**config.mk**
```make
export PLATFORM = sky130hd
export DESIGN_NAME = i2c_scl_timing
export DESIGN_NICKNAME = d
export VERILOG_FILES = /design/src/rtl/sclt_pkg.sv /design/src/rtl/sclt_divider.sv /design/src/rtl/sclt_calc.sv /design/src/rtl/sclt_wave.sv /design/src/rtl/i2c_scl_timing.sv
export SDC_FILE = /design/constraint.sdc
export NUM_CORES = 1
export LEC_CHECK = 0
export ABC_AREA = 1
export BUFFER_PORTS_ARGS = -buffer_cell sky130_fd_sc_hd__buf_2
export CAP_MARGIN = 40
export CORE_MARGIN = 5
export CORE_UTILIZATION = 57
export CTS_CLUSTER_DIAMETER = 60
export DETAILED_ROUTE_END_ITERATION = 12
export PLACE_DENSITY = 0.76
export SETUP_SLACK_MARGIN = 0.4
export SYNTH_ARGS = -nofsm -noshare
export SYNTH_HDL_FRONTEND = slang
export SYNTH_SLANG_ARGS = --single-unit
```
**constraint.sdc**
```tcl
create_clock -name clk -period 4.29 [get_ports clk]
set_input_delay 1.287 -clock clk [delete_from_list [all_inputs] [get_ports clk]]
set_output_delay 1.287 -clock clk [all_outputs]
set_load 0.02 [all_outputs]
```
**src/rtl/sclt_pkg.sv**
```systemverilog
package sclt_pkg;

   typedef enum logic [2:0] {
      ST_IDLE,
      ST_PER_GO,
      ST_PER_WT,
      ST_THR_GO,
      ST_THR_WT,
      ST_DLY_GO,
      ST_DLY_WT,
      ST_FIN
   } calc_st_e;

   typedef enum logic {
      PH_LOW  = 1'b0,
      PH_HIGH = 1'b1
   } scl_phase_e;

endpackage

```
**src/rtl/sclt_divider.sv**
```systemverilog
module sclt_divider #(
   parameter int W         = 32,
   parameter bit ITERATIVE = 1'b1
) (
   input  logic         clk,
   input  logic         rst_n,
   input  logic         go_i,
   input  logic [W-1:0] num_i,
   input  logic [W-1:0] den_i,
   output logic         busy_o,
   output logic         done_o,
   output logic [W-1:0] quo_o
);

   localparam int CW = $clog2(W + 1);

   generate
      if (ITERATIVE) begin : g_serial
         logic [W-1:0]  q_r, r_r, d_r;
         logic [CW-1:0] cnt_r;
         logic          run_r, done_r;
         logic [W:0]    r_sh;
         logic          fits;

         assign r_sh = {r_r, q_r[W-1]};
         assign fits = (r_sh >= {1'b0, d_r});

         always_ff @(posedge clk or negedge rst_n) begin
            if (!rst_n) begin
               q_r    <= '0;
               r_r    <= '0;
               d_r    <= '0;
               cnt_r  <= '0;
               run_r  <= 1'b0;
               done_r <= 1'b0;
            end else if (go_i && !run_r) begin
               q_r    <= num_i;
               r_r    <= '0;
               d_r    <= den_i;
               cnt_r  <= CW'(W);
               run_r  <= 1'b1;
               done_r <= 1'b0;
            end else if (run_r) begin
               if (fits) begin
                  r_r <= W'(r_sh - {1'b0, d_r});
                  q_r <= {q_r[W-2:0], 1'b1};
               end else begin
                  r_r <= W'(r_sh);
                  q_r <= {q_r[W-2:0], 1'b0};
               end
               cnt_r <= cnt_r - 1'b1;
               if (cnt_r == CW'(1)) begin
                  run_r  <= 1'b0;
                  done_r <= 1'b1;
               end
            end else begin
               done_r <= 1'b0;
            end
         end

         assign busy_o = run_r;
         assign done_o = done_r;
         assign quo_o  = q_r;

         p_cnt_bound_r6: assert property (@(posedge clk) disable iff (!rst_n)
            cnt_r <= CW'(W));
      end else begin : g_flat
         logic [W-1:0] q_r;
         logic         done_r;

         always_ff @(posedge clk or negedge rst_n) begin
            if (!rst_n) begin
               q_r    <= '0;
               done_r <= 1'b0;
            end else begin
               done_r <= go_i;
               if (go_i) q_r <= num_i / den_i;
            end
         end

         assign busy_o = 1'b0;
         assign done_o = done_r;
         assign quo_o  = q_r;
      end
   endgenerate

   p_div_pulse_r6: assert property (@(posedge clk) disable iff (!rst_n)
      done_o |=> !done_o);

endmodule

```
**src/rtl/sclt_calc.sv**
```systemverilog
module sclt_calc
   import sclt_pkg::*;
#(
   parameter int SPD_W        = 16,
   parameter int DW           = 32,
   parameter int CNT_W        = 16,
   parameter int PSC_W        = 8,
   parameter int FCLK_KHZ     = 48000,
   parameter int FAST_INT_KHZ = 9600,
   parameter int STD_INT_KHZ  = 4000,
   parameter int FAST_MIN_KHZ = 100,
   parameter int TRIM_LO      = 7,
   parameter int TRIM_HI      = 5,
   parameter int DLY_NUM      = 10000000,
   parameter bit ITERATIVE    = 1'b1
) (
   input  logic             clk,
   input  logic             rst_n,
   input  logic             start_i,
   input  logic [SPD_W-1:0] speed_i,
   output logic             busy_o,
   output logic             done_o,
   output logic             err_o,
   output logic             valid_o,
   output logic [PSC_W-1:0] presc_o,
   output logic [CNT_W-1:0] low_o,
   output logic [CNT_W-1:0] high_o,
   output logic [DW-1:0]    wait_o
);

   localparam int SW         = DW + 2;
   localparam int PSC_FAST_I = FCLK_KHZ / FAST_INT_KHZ - 1;
   localparam int PSC_STD_I  = FCLK_KHZ / STD_INT_KHZ - 1;
   localparam bit PSC_FAST_BAD = (PSC_FAST_I <= 0);
   localparam bit PSC_STD_BAD  = (PSC_STD_I <= 0);

   calc_st_e          st_q;
   logic [SPD_W-1:0]  spd_q;
   logic              fast_q, zero_q;
   logic [DW-1:0]     per_q, thr_q, dly_q;
   logic              done_q, err_q, valid_q;
   logic [PSC_W-1:0]  psc_q;
   logic [CNT_W-1:0]  low_q, high_q;
   logic [DW-1:0]     wait_q;

   logic              div_go, div_busy, div_done;
   logic [DW-1:0]     div_num, div_den, div_quo;

   logic signed [SW-1:0] per_s, thr_s, low_s, high_s;
   logic                 psc_bad, cfg_bad;

   always_comb begin
      div_go  = 1'b0;
      div_num = '0;
      div_den = DW'(1);
      unique case (st_q)
         ST_PER_GO: begin
            div_go  = 1'b1;
            div_num = fast_q ? DW'(FAST_INT_KHZ) : DW'(STD_INT_KHZ);
            div_den = fast_q ? DW'(spd_q) : DW'({spd_q, 1'b0});
         end
         ST_THR_GO: begin
            div_go  = 1'b1;
            div_num = per_q;
            div_den = DW'(3);
         end
         ST_DLY_GO: begin
            div_go  = 1'b1;
            div_num = DW'(DLY_NUM);
            div_den = DW'(spd_q);
         end
         default: ;
      endcase
   end

   sclt_divider #(
      .W         (DW),
      .ITERATIVE (ITERATIVE)
   ) u_div (
      .clk    (clk),
      .rst_n  (rst_n),
      .go_i   (div_go),
      .num_i  (div_num),
      .den_i  (div_den),
      .busy_o (div_busy),
      .done_o (div_done),
      .quo_o  (div_quo)
   );

   always_comb begin
      per_s = $signed({2'b00, per_q});
      thr_s = $signed({2'b00, thr_q});
      if (fast_q) begin
         low_s  = per_s - thr_s - SW'(TRIM_LO);
         high_s = thr_s - SW'(TRIM_HI);
      end else begin
         low_s  = per_s - SW'(TRIM_LO);
         high_s = per_s - SW'(TRIM_HI);
      end
      psc_bad = fast_q ? PSC_FAST_BAD : PSC_STD_BAD;
      cfg_bad = zero_q || psc_bad || (low_s <= 0) || (high_s <= 0);
   end

   always_ff @(posedge clk or negedge rst_n) begin
      if (!rst_n) begin
         st_q    <= ST_IDLE;
         spd_q   <= '0;
         fast_q  <= 1'b0;
         zero_q  <= 1'b0;
         per_q   <= '0;
         thr_q   <= '0;
         dly_q   <= '0;
         done_q  <= 1'b0;
         err_q   <= 1'b0;
         valid_q <= 1'b0;
         psc_q   <= '0;
         low_q   <= '0;
         high_q  <= '0;
         wait_q  <= '0;
      end else begin
         done_q <= 1'b0;
         unique case (st_q)
            ST_IDLE: begin
               if (start_i) begin
                  spd_q   <= speed_i;
                  fast_q  <= (speed_i > SPD_W'(FAST_MIN_KHZ));
                  zero_q  <= (speed_i == '0);
                  per_q   <= '0;
                  thr_q   <= '0;
                  dly_q   <= '0;
                  err_q   <= 1'b0;
                  valid_q <= 1'b0;
                  st_q    <= (speed_i == '0) ? ST_FIN : ST_PER_GO;
               end
            end
            ST_PER_GO: st_q <= ST_PER_WT;
            ST_PER_WT: begin
               if (div_done) begin
                  per_q <= div_quo;
                  st_q  <= fast_q ? ST_THR_GO : ST_DLY_GO;
               end
            end
            ST_THR_GO: st_q <= ST_THR_WT;
            ST_THR_WT: begin
               if (div_done) begin
                  thr_q <= div_quo;
                  st_q  <= ST_DLY_GO;
               end
            end
            ST_DLY_GO: st_q <= ST_DLY_WT;
            ST_DLY_WT: begin
               if (div_done) begin
                  dly_q <= div_quo;
                  st_q  <= ST_FIN;
               end
            end
            ST_FIN: begin
               psc_q   <= fast_q ? PSC_W'(PSC_FAST_I) : PSC_W'(PSC_STD_I);
               err_q   <= cfg_bad;
               valid_q <= !cfg_bad;
               low_q   <= cfg_bad ? '0 : CNT_W'(low_s);
               high_q  <= cfg_bad ? '0 : CNT_W'(high_s);
               wait_q  <= cfg_bad ? '0 : (dly_q << 1);
               done_q  <= 1'b1;
               st_q    <= ST_IDLE;
            end
            default: st_q <= ST_IDLE;
         endcase
      end
   end

   assign busy_o  = (st_q != ST_IDLE);
   assign done_o  = done_q;
   assign err_o   = err_q;
   assign valid_o = valid_q;
   assign presc_o = psc_q;
   assign low_o   = low_q;
   assign high_o  = high_q;
   assign wait_o  = wait_q;

   p_done_pulse_r7: assert property (@(posedge clk) disable iff (!rst_n)
      done_q |=> !done_q);
   p_busy_ignore_r7: assert property (@(posedge clk) disable iff (!rst_n)
      (busy_o && start_i) |=> $stable(spd_q));
   p_err_zero_r5: assert property (@(posedge clk) disable iff (!rst_n)
      err_q |-> (low_q == '0 && high_q == '0 && wait_q == '0));
   p_valid_excl_r5: assert property (@(posedge clk) disable iff (!rst_n)
      !(valid_q && err_q));
   p_err_hold_r8: assert property (@(posedge clk) disable iff (!rst_n)
      (!busy_o && !start_i) |=> $stable(err_q));
   p_div_idle_r7: assert property (@(posedge clk) disable iff (!rst_n)
      (st_q == ST_IDLE) |-> !div_busy);

endmodule

```
**src/rtl/sclt_wave.sv**
```systemverilog
module sclt_wave
   import sclt_pkg::*;
#(
   parameter int CNT_W = 16,
   parameter int PSC_W = 8
) (
   input  logic             clk,
   input  logic             rst_n,
   input  logic             run_i,
   input  logic [PSC_W-1:0] presc_i,
   input  logic [CNT_W-1:0] low_i,
   input  logic [CNT_W-1:0] high_i,
   output logic             scl_o
);

   logic             en_q;
   logic [PSC_W-1:0] tick_q;
   logic [CNT_W-1:0] ph_cnt_q;
   scl_phase_e       ph_q;
   logic [CNT_W-1:0] ph_lim;
   logic             tick_end;

   assign ph_lim   = (ph_q == PH_HIGH) ? high_i : low_i;
   assign tick_end = (tick_q == presc_i);

   always_ff @(posedge clk or negedge rst_n) begin
      if (!rst_n) begin
         en_q     <= 1'b0;
         tick_q   <= '0;
         ph_cnt_q <= '0;
         ph_q     <= PH_LOW;
      end else if (!run_i) begin
         en_q     <= 1'b0;
         tick_q   <= '0;
         ph_cnt_q <= '0;
         ph_q     <= PH_LOW;
      end else if (!en_q) begin
         en_q <= 1'b1;
      end else if (tick_end) begin
         tick_q <= '0;
         if (ph_cnt_q == ph_lim) begin
            ph_cnt_q <= '0;
            ph_q     <= (ph_q == PH_HIGH) ? PH_LOW : PH_HIGH;
         end else begin
            ph_cnt_q <= ph_cnt_q + 1'b1;
         end
      end else begin
         tick_q <= tick_q + 1'b1;
      end
   end

   assign scl_o = (en_q && run_i) ? (ph_q == PH_HIGH) : 1'b1;

   p_tick_bound_r9: assert property (@(posedge clk) disable iff (!rst_n)
      run_i |-> (tick_q <= presc_i));
   p_phase_bound_r9: assert property (@(posedge clk) disable iff (!rst_n)
      run_i |-> (ph_cnt_q <= ph_lim));
   p_stop_clears_r10: assert property (@(posedge clk) disable iff (!rst_n)
      !run_i |=> !en_q);

endmodule

```
**src/rtl/i2c_scl_timing.sv**
```systemverilog
module i2c_scl_timing #(
   parameter int SPD_W        = 16,
   parameter int DW           = 32,
   parameter int CNT_W        = 16,
   parameter int PSC_W        = 8,
   parameter int FCLK_KHZ     = 48000,
   parameter int FAST_INT_KHZ = 9600,
   parameter int STD_INT_KHZ  = 4000,
   parameter int FAST_MIN_KHZ = 100,
   parameter int TRIM_LO      = 7,
   parameter int TRIM_HI      = 5,
   parameter int DLY_NUM      = 10000000,
   parameter bit ITERATIVE    = 1'b1
) (
   input  logic             clk,
   input  logic             rst_n,
   input  logic             start_i,
   input  logic [SPD_W-1:0] speed_khz_i,
   output logic             busy_o,
   output logic             done_o,
   output logic             err_o,
   output logic [PSC_W-1:0] presc_o,
   output logic [CNT_W-1:0] scl_low_o,
   output logic [CNT_W-1:0] scl_high_o,
   output logic [DW-1:0]    wait_dly_o,
   output logic             scl_o
);

   localparam int STD_HALF_MAX = STD_INT_KHZ / 2;
   localparam int PSC_MAX      = FCLK_KHZ / STD_INT_KHZ;

   generate
      if (FAST_INT_KHZ <= 0 || STD_INT_KHZ <= 0) begin : g_bad_int
         $error("internal tick rates must be positive");
      end
      if (DW <= SPD_W + 1) begin : g_bad_dw
         $error("DW must exceed SPD_W + 1");
      end
      if (STD_HALF_MAX >= (1 << CNT_W) || FAST_INT_KHZ >= (1 << CNT_W)) begin : g_bad_cnt
         $error("CNT_W too narrow for phase counts");
      end
      if (PSC_MAX > (1 << PSC_W)) begin : g_bad_psc
         $error("PSC_W too narrow for prescaler");
      end
      if (TRIM_LO < 0 || TRIM_HI < 0) begin : g_bad_trim
         $error("trim constants must be non-negative");
      end
      if (DLY_NUM <= 0 || DW < 26) begin : g_bad_dly
         $error("wait delay numerator or width invalid");
      end
   endgenerate

   logic valid_w;

   sclt_calc #(
      .SPD_W        (SPD_W),
      .DW           (DW),
      .CNT_W        (CNT_W),
      .PSC_W        (PSC_W),
      .FCLK_KHZ     (FCLK_KHZ),
      .FAST_INT_KHZ (FAST_INT_KHZ),
      .STD_INT_KHZ  (STD_INT_KHZ),
      .FAST_MIN_KHZ (FAST_MIN_KHZ),
      .TRIM_LO      (TRIM_LO),
      .TRIM_HI      (TRIM_HI),
      .DLY_NUM      (DLY_NUM),
      .ITERATIVE    (ITERATIVE)
   ) u_calc (
      .clk     (clk),
      .rst_n   (rst_n),
      .start_i (start_i),
      .speed_i (speed_khz_i),
      .busy_o  (busy_o),
      .done_o  (done_o),
      .err_o   (err_o),
      .valid_o (valid_w),
      .presc_o (presc_o),
      .low_o   (scl_low_o),
      .high_o  (scl_high_o),
      .wait_o  (wait_dly_o)
   );

   sclt_wave #(
      .CNT_W (CNT_W),
      .PSC_W (PSC_W)
   ) u_wave (
      .clk     (clk),
      .rst_n   (rst_n),
      .run_i   (valid_w),
      .presc_i (presc_o),
      .low_i   (scl_low_o),
      .high_i  (scl_high_o),
      .scl_o   (scl_o)
   );

   p_busy_scl_high_r10: assert property (@(posedge clk) disable iff (!rst_n)
      busy_o |-> scl_o);
   p_err_scl_high_r10: assert property (@(posedge clk) disable iff (!rst_n)
      err_o |-> scl_o);
   p_done_not_busy_r7: assert property (@(posedge clk) disable iff (!rst_n)
      done_o |-> !busy_o);
   p_done_after_busy_r7: assert property (@(posedge clk) disable iff (!rst_n)
      done_o |-> $past(busy_o));

endmodule

```
## Word-level counts from Yosys, hierarchy flattened

Index checks and enable logic that the tools add are counted.

| cells by class | value |
|---|---|
| equality and inequality tests | 18 |
| reductions and logical operators | 23 |
| order comparisons | 4 |
| add/sub/neg operators | 9 |
| multiplexer cells | 56 |

Operator list:

| cell | count |
|---|---|
| $mux 32 | 8 |
| $pmux 32 s3 | 2 |
| $pmux 32 s2 | 2 |
| $mux 16 | 7 |
| $sub 32x3->33 const B | 3 |
| $le 34x1->1 const B | 2 |
| $mux 34 | 2 |
| $pmux 31 s2 | 1 |
| $sub 34x4->34 const B | 1 |
| $ge 33x32->1 | 1 |
| $sub 32x32->33 | 1 |
| $sub 32x32->32 | 1 |
| $mux 8 | 3 |
| $pmux 3 s8 | 1 |
| $mux 3 | 6 |
| $mux 1 | 17 |
| $mux 17 | 1 |
| $add 16x1->16 const B | 1 |
| $eq 16x16->1 | 1 |
| $gt 16x7->1 const B | 1 |
| $logic_not 16->1 | 1 |
| $mux 14 | 1 |
| $eq 3x3->1 const B | 4 |
| $mux 6 | 2 |
| 21 further kinds | 40 |

| storage, ports and cells | value |
|---|---|
| word-level logic and storage cells | 134 |
| bits in registers | 321 |

## Depth between registers and ports, before layout

| logic depth | value |
|---|---|
| depth in word-level cells | 8 |
| gate-level depth with buffers | 29 |
| gate-level depth less buffers | 27 |

## Cells and area by module

Synthesis repeated with hierarchy kept, for this count alone.

| second synthesis, totals | value |
|---|---|
| cell total of the unflattened synthesis | 3564 |
| area total of the unflattened synthesis | 23418.7 µm² |

Modules (own cells, without submodules):

| module | instances | sequential area each (µm²) | area each (µm²) | cells an instance |
|---|---|---|---|---|
| sclt_calc | 1 | 4604.4 | 14048.5 | 2144 |
| sclt_divider | 1 | 2602.5 | 7241.9 | 1073 |
| sclt_wave | 1 | 650.6 | 2128.3 | 347 |

## Least setup slack after synthesis

No wires, ideal clock.

| path | value |
|---|---|
| kind | reg-to-reg |
| from | reg u_calc.per_q[0] |
| to | reg u_calc.low_q[10], in the netlist u_calc.low_o[10] |
| stages on the path, launching flop included | 26 |
| path slack | 1.091 ns |
| path buffers | 2 |
| data arrival time | 3.082 ns |
| path through | dfrtp_1 > inv_1 > ha_1 > inv_1 > fa_1 > ha_1 > nand3_1 > nand3_1 > nor2_1 > nand2_2 > nor2_4 > nand2_1 > nor2_1 > nand2_1 > nor2_1 > nand2_1 > nand2_1 > nand2_1 > nor2_1 > nand2_1 > nand2_1 > nand3_2 > buf_6 > buf_6 > nand3_2 > nand2_1 |

| on the way | value |
|---|---|
| word-level cells in the longest chain between the ends | 7 |
| elaborated cells on any way between the ends | 11 |
| those cells by class | add/sub: 4; order compare: 2; mux: 3; reduce/logical: 2 |

Ends and longest elaborated chain:

| what | line | RTL |
|---|---|---|
| start, declared | sclt_calc.sv:40 | `logic [DW-1:0] per_q, thr_q, dly_q;` |
| start signal, assigned | sclt_calc.sv:139 | `per_q <= div_quo;` |
| $sub 32x32->33 | sclt_calc.sv:94 | `low_s = per_s - thr_s - SW'(TRIM_LO);` |
| $sub 34x4->34 | sclt_calc.sv:94 |  |
| $mux 34 | sclt_calc.sv:93 | `if (fast_q) begin` |
| $le 34x1->1 | sclt_calc.sv:101 | `cfg_bad = zero_q \|\| psc_bad \|\| (low_s <= 0) \|\| (high_s <= 0);` |
| $logic_or 1x1->1 (2 in series) | sclt_calc.sv:101 |  |
| $mux 16 (*) | sclt_calc.sv:161 | `low_q <= cfg_bad ? '0 : CNT_W'(low_s);` |
| end signal, assigned | sclt_calc.sv:161 |  |
| end, declared | sclt_calc.sv:43 | `logic [CNT_W-1:0] low_q, high_q;` |

Mark *: on every way between the ends. The rest lies on a longest branch, timed or not.
A chain may end at the register's enable or synchronous reset.

## Worst setup path in the final report

| path | value |
|---|---|
| from | reg u_calc.fast_q |
| to | reg u_calc.low_q[11], in the netlist u_calc.low_o[11] |

| on the way | value |
|---|---|
| word-level cells in the longest chain between the ends | 5 |
| elaborated cells on any way between the ends | 7 |
| those cells by class | order compare: 2; mux: 3; reduce/logical: 2 |

Ends and longest elaborated chain:

| what | line | RTL |
|---|---|---|
| start, declared | sclt_calc.sv:39 | `logic fast_q, zero_q;` |
| start signal, assigned | sclt_calc.sv:126 | `fast_q <= (speed_i > SPD_W'(FAST_MIN_KHZ));` |
| $mux 34 | sclt_calc.sv:93 |  |
| $le 34x1->1 | sclt_calc.sv:101 |  |
| $logic_or 1x1->1 (2 in series) | sclt_calc.sv:101 |  |
| $mux 16 (*) | sclt_calc.sv:161 |  |

Marks and branches as above.

==> metrics.csv <==
stage,metric,value,unit
outcome,status,finished clean,
clock_tree,CTS sink cnt,299,
timing,Hold WS,0.470,ns
finish,most frequent cells in the layout,"nand2_1, inv_1, dfrtp_1",
clock_tree,Clock Root Buffer,clkbuf_16,
placed_design,dpl ws,0.413,ns
clock_tree,CTS clock-pin slew for the worst setup and hold paths,0.06,ns
timing,final period utilization,0.896,
detailed_routing,vias per inst,5.81,
finish,nets@finish,3025,
floorplanning,initial core utilization,0.576,
timing,Final Slew Violations,0,
synthesis,"Top FF cell, synth",dfrtp_1,
synthesis,Synthesis Warnings,0,
placed_design,Final HPWL DP,46100,um
synthesis,"EDFF count, synth",0,
detailed_routing,DRC,0,
clock_tree,clock latency on the worst-skew pair,0.56,ns
clock_tree,# hold bufs at CTS,0,
timing,final-report hold violation count,0,
timing,crit path time final,3.84,ns
placed_design,I/O Buffers,89,
detailed_routing,final WL,64300,um
synthesis,share of the synthesized area in the top cell type,0.376,
critical_path,Worst setup EP type,flip-flop,
floorplanning,Die Wd,197,um
synthesis,synth top area cells,"dfrtp_1, nand2_1, inv_1",
placed_design,GPL Wtd Cong,1.00,
synthesis,Post-Syn Area per Cell,6.97,sq um
clock_tree,H-tree levels,2,
floorplanning,Ports,95,
floorplanning,Rows,68,
critical_path,critical path class,reg2reg,
timing,Clock Skew,0.0202,ns
worst_hold_path,Hold/Removal Path Class,reg2reg,
finish,number of antenna diodes,0,
synthesis,Mapped Cells,2855,
clock_tree,Num CTS Buffers,37,
floorplanning,core area,34500,sq um
detailed_routing,first-pass iteration count of the detailed router,8,
critical_path,Crit Path Max Fanout,65,
synthesis,"Seq/Total Area, Yosys",0.376,
timing,setup_tns,0,ns
floorplanning,Die ar.,38800,sq um
timing,final setup vio count,0,
critical_path,"Req. time, crit path",4.78,ns
synthesis,Synth async-reset ratio,1.00,
pwr,VDD IR max,0.325,mV
detailed_routing,drt initial violations,2300,
synthesis,synthesized area,19900,sq um
finish,synth-to-layout area growth,13.9,%
placed_design,placed cell areas,20900,sq um
timing,max_slew headroom,0.357,
timing,worst slew pin tran,0.960,ns
detailed_routing,Vias,19911,
synthesis,Synth area leader,dfrtp_1,
grt,GRT Util Overall,0.317,
clock_tree,CTS tree,yes,
critical_path,Worst EP arrival,4.33,ns
clock_tree,largest buffer count on any clock path,3,
finish,share of cells above drive strength 1,0.124,
grt,antenna violations before repair,0,
synthesis,#FFs+latches synth,299,
finish,fin util,0.656,
pwr,P_leak,12.5,nW
critical_path,Worst Setup Start Kind,flip-flop,
detailed_routing,Antenna Nets Post-Route,0,
grt,first-pass GRT wire length,99100,um
grt,GRT overflow,0,
run,MaxCap Viol Count,0,
finish,"most common cell after layout, fill and taps aside",nand2_1,
floorplanning,Die Y-Extent,197,um
finish,Reg area,7490,sq um
timing,Max Freq,260,MHz
detailed_routing,drt wl/cell,18.8,um
timing,final worst setup slack,0.447,ns
timing,RSZ-0062 raised after global routing,yes,
pwr,Cell Pwr Density,275,nW/um^2
synthesis,synth unique cells,54,
grt,largest net degree at the start of global routing,92,
finish,"Design Area, Final",22700,sq um
finish,fillcell total,3044,
grt,vias in the first global route,18720,
finish,Multi-input gate area,10600,sq um
-- power breakdown --
group | internal [mW] | leakage (nW) | total (mW) | switching, mW
Clock | 2.01 | 0.645 | 3.33 | 1.31
Combinational | 0.0131 | 7.92 | 0.0796 | 0.0665
Sequential | 2.82 | 3.95 | 2.82 | 0
-- state kept, by name, summed over array words and instances, names as in the netlist --
register	count
u_wave.ph_cnt_q	16
u_calc.u_div.g_serial.r_r	32
u_calc.per_q	32
u_calc.thr_q	32
u_calc.done_o	1
u_calc.fast_q	1
u_wave.tick_q	8
u_wave.ph_q	1
u_calc.valid_o	1
u_calc.presc_o	2
u_calc.u_div.busy_o	1
u_calc.u_div.g_serial.cnt_r	6
u_calc.st_q	3
u_calc.u_div.done_o	1
u_calc.u_div.quo_o	32
u_calc.spd_q	16
u_calc.dly_q	31
u_calc.wait_o	31
u_calc.low_o	16
u_calc.err_o	1
u_calc.zero_q	1
u_wave.en_q	1
u_calc.high_o	16
u_calc.u_div.g_serial.d_r	17
-- kinds of logic after synthesis --
kind of cell    count (synthesis)  synth area share
simple gates                 1440             0.322
buf+inv                       521             0.105
compound gates                467             0.129
flops                         299             0.376
xor+xnor                       67            0.0295
fa+ha+maj                      59            0.0378
other cells                     1          0.000188
mux                             1          0.000566
-- layer usage --
metal / track usage / wire length [um]
met1: 0.421 / 25600
met2: 0.509 / 30100
met3: 0.0359 / 4820
met4: 0.178 / 3850
met5: 0 / 0
-- cell type report --
cell class,count,share of cell area
clock buffers,50,0.0470
multi-input cells,2039,0.466
well taps,455,0.0251
repair buffers,149,0.0516
clock inverters,16,0.0102
inverters,421,0.0699
flip-flops and latches,299,0.330
-- final timing paths --
kind,startpoint,end,slack [ns],cells past startpoint
min in group asynchronous,rst_n,u_calc.u_div.g_serial.r_r[21]$_DFFE_PN0P_,0.72,1
hold / removal,u_calc.wait_o[11]$_DFFE_PN0P_,u_calc.wait_o[11]$_DFFE_PN0P_,0.47,2
hold reg to reg,u_calc.wait_o[11]$_DFFE_PN0P_,u_calc.wait_o[11]$_DFFE_PN0P_,0.47,2
max in group asynchronous,rst_n,u_wave.ph_cnt_q[7]$_DFFE_PN0P_,2.58,2
setup reg to reg,u_calc.fast_q$_DFFE_PN0P_,u_calc.low_o[11]$_DFFE_PN0P_,0.45,18
setup / recovery,u_calc.fast_q$_DFFE_PN0P_,u_calc.low_o[11]$_DFFE_PN0P_,0.45,18
-- per-stage QoR --
step	power (mW)	std cells
6_report	6.23	3429
5_1_grt	6.40	3429
4_1_cts	6.25	3414
3_5_place_dp	2.96	3344
3_3_place_gp	2.95	3342
2_1_floorplan	2.88	2859
-- Yosys cell counts, types with 4 or more instances --
cell type,number
ha_1,57
nand4_1,31
o21ai_0,256
buf_6,8
nand3_1,242
nor2_2,9
xor2_1,51
inv_1,405
o21ai_1,16
nand3b_1,12
o21bai_1,4
dfrtp_1,299
nand2_1,753
o2111ai_1,6
buf_2,9
nor2_1,251
clkbuf_1,60
nand2_2,15
a31oi_1,7
nor4_1,16
o211ai_1,6
o221ai_1,16
clkinv_1,4
buf_4,17
buf_1,6
o21a_1,4
a21oi_1,109
nand3_2,57
inv_2,12
o22ai_1,20
nor3_2,4
xnor2_1,16
nor3_1,39
a22oi_1,7
-- worst max-delay path, stage by stage, from the launching register on --
cell	delay (ns)
dfrtp_4	0.61
buf_4	0.23
inv_1	0.36
o21bai_1	0.44
nand2_1	0.16
nor2_1	0.14
nand2_1	0.08
nor3_2	0.34
nand2_1	0.13
clkinv_1	0.08
nor2_1	0.04
o21ai_1	0.15
nor2_1	0.07
nand4_1	0.10
nand2_1	0.07
clkinv_2	0.06
buf_12	0.28
nand3_2	0.17
nand2_1	0.08
-- repair_timing --
action,4_1_cts,5_1_grt
endpoints found under the setup margin,16,66
gates cloned,2,6
pin swaps,1,18
buffers inserted,2,9
resized for setup,7,53
Note: power is estimated with default switching activity, not from simulation.
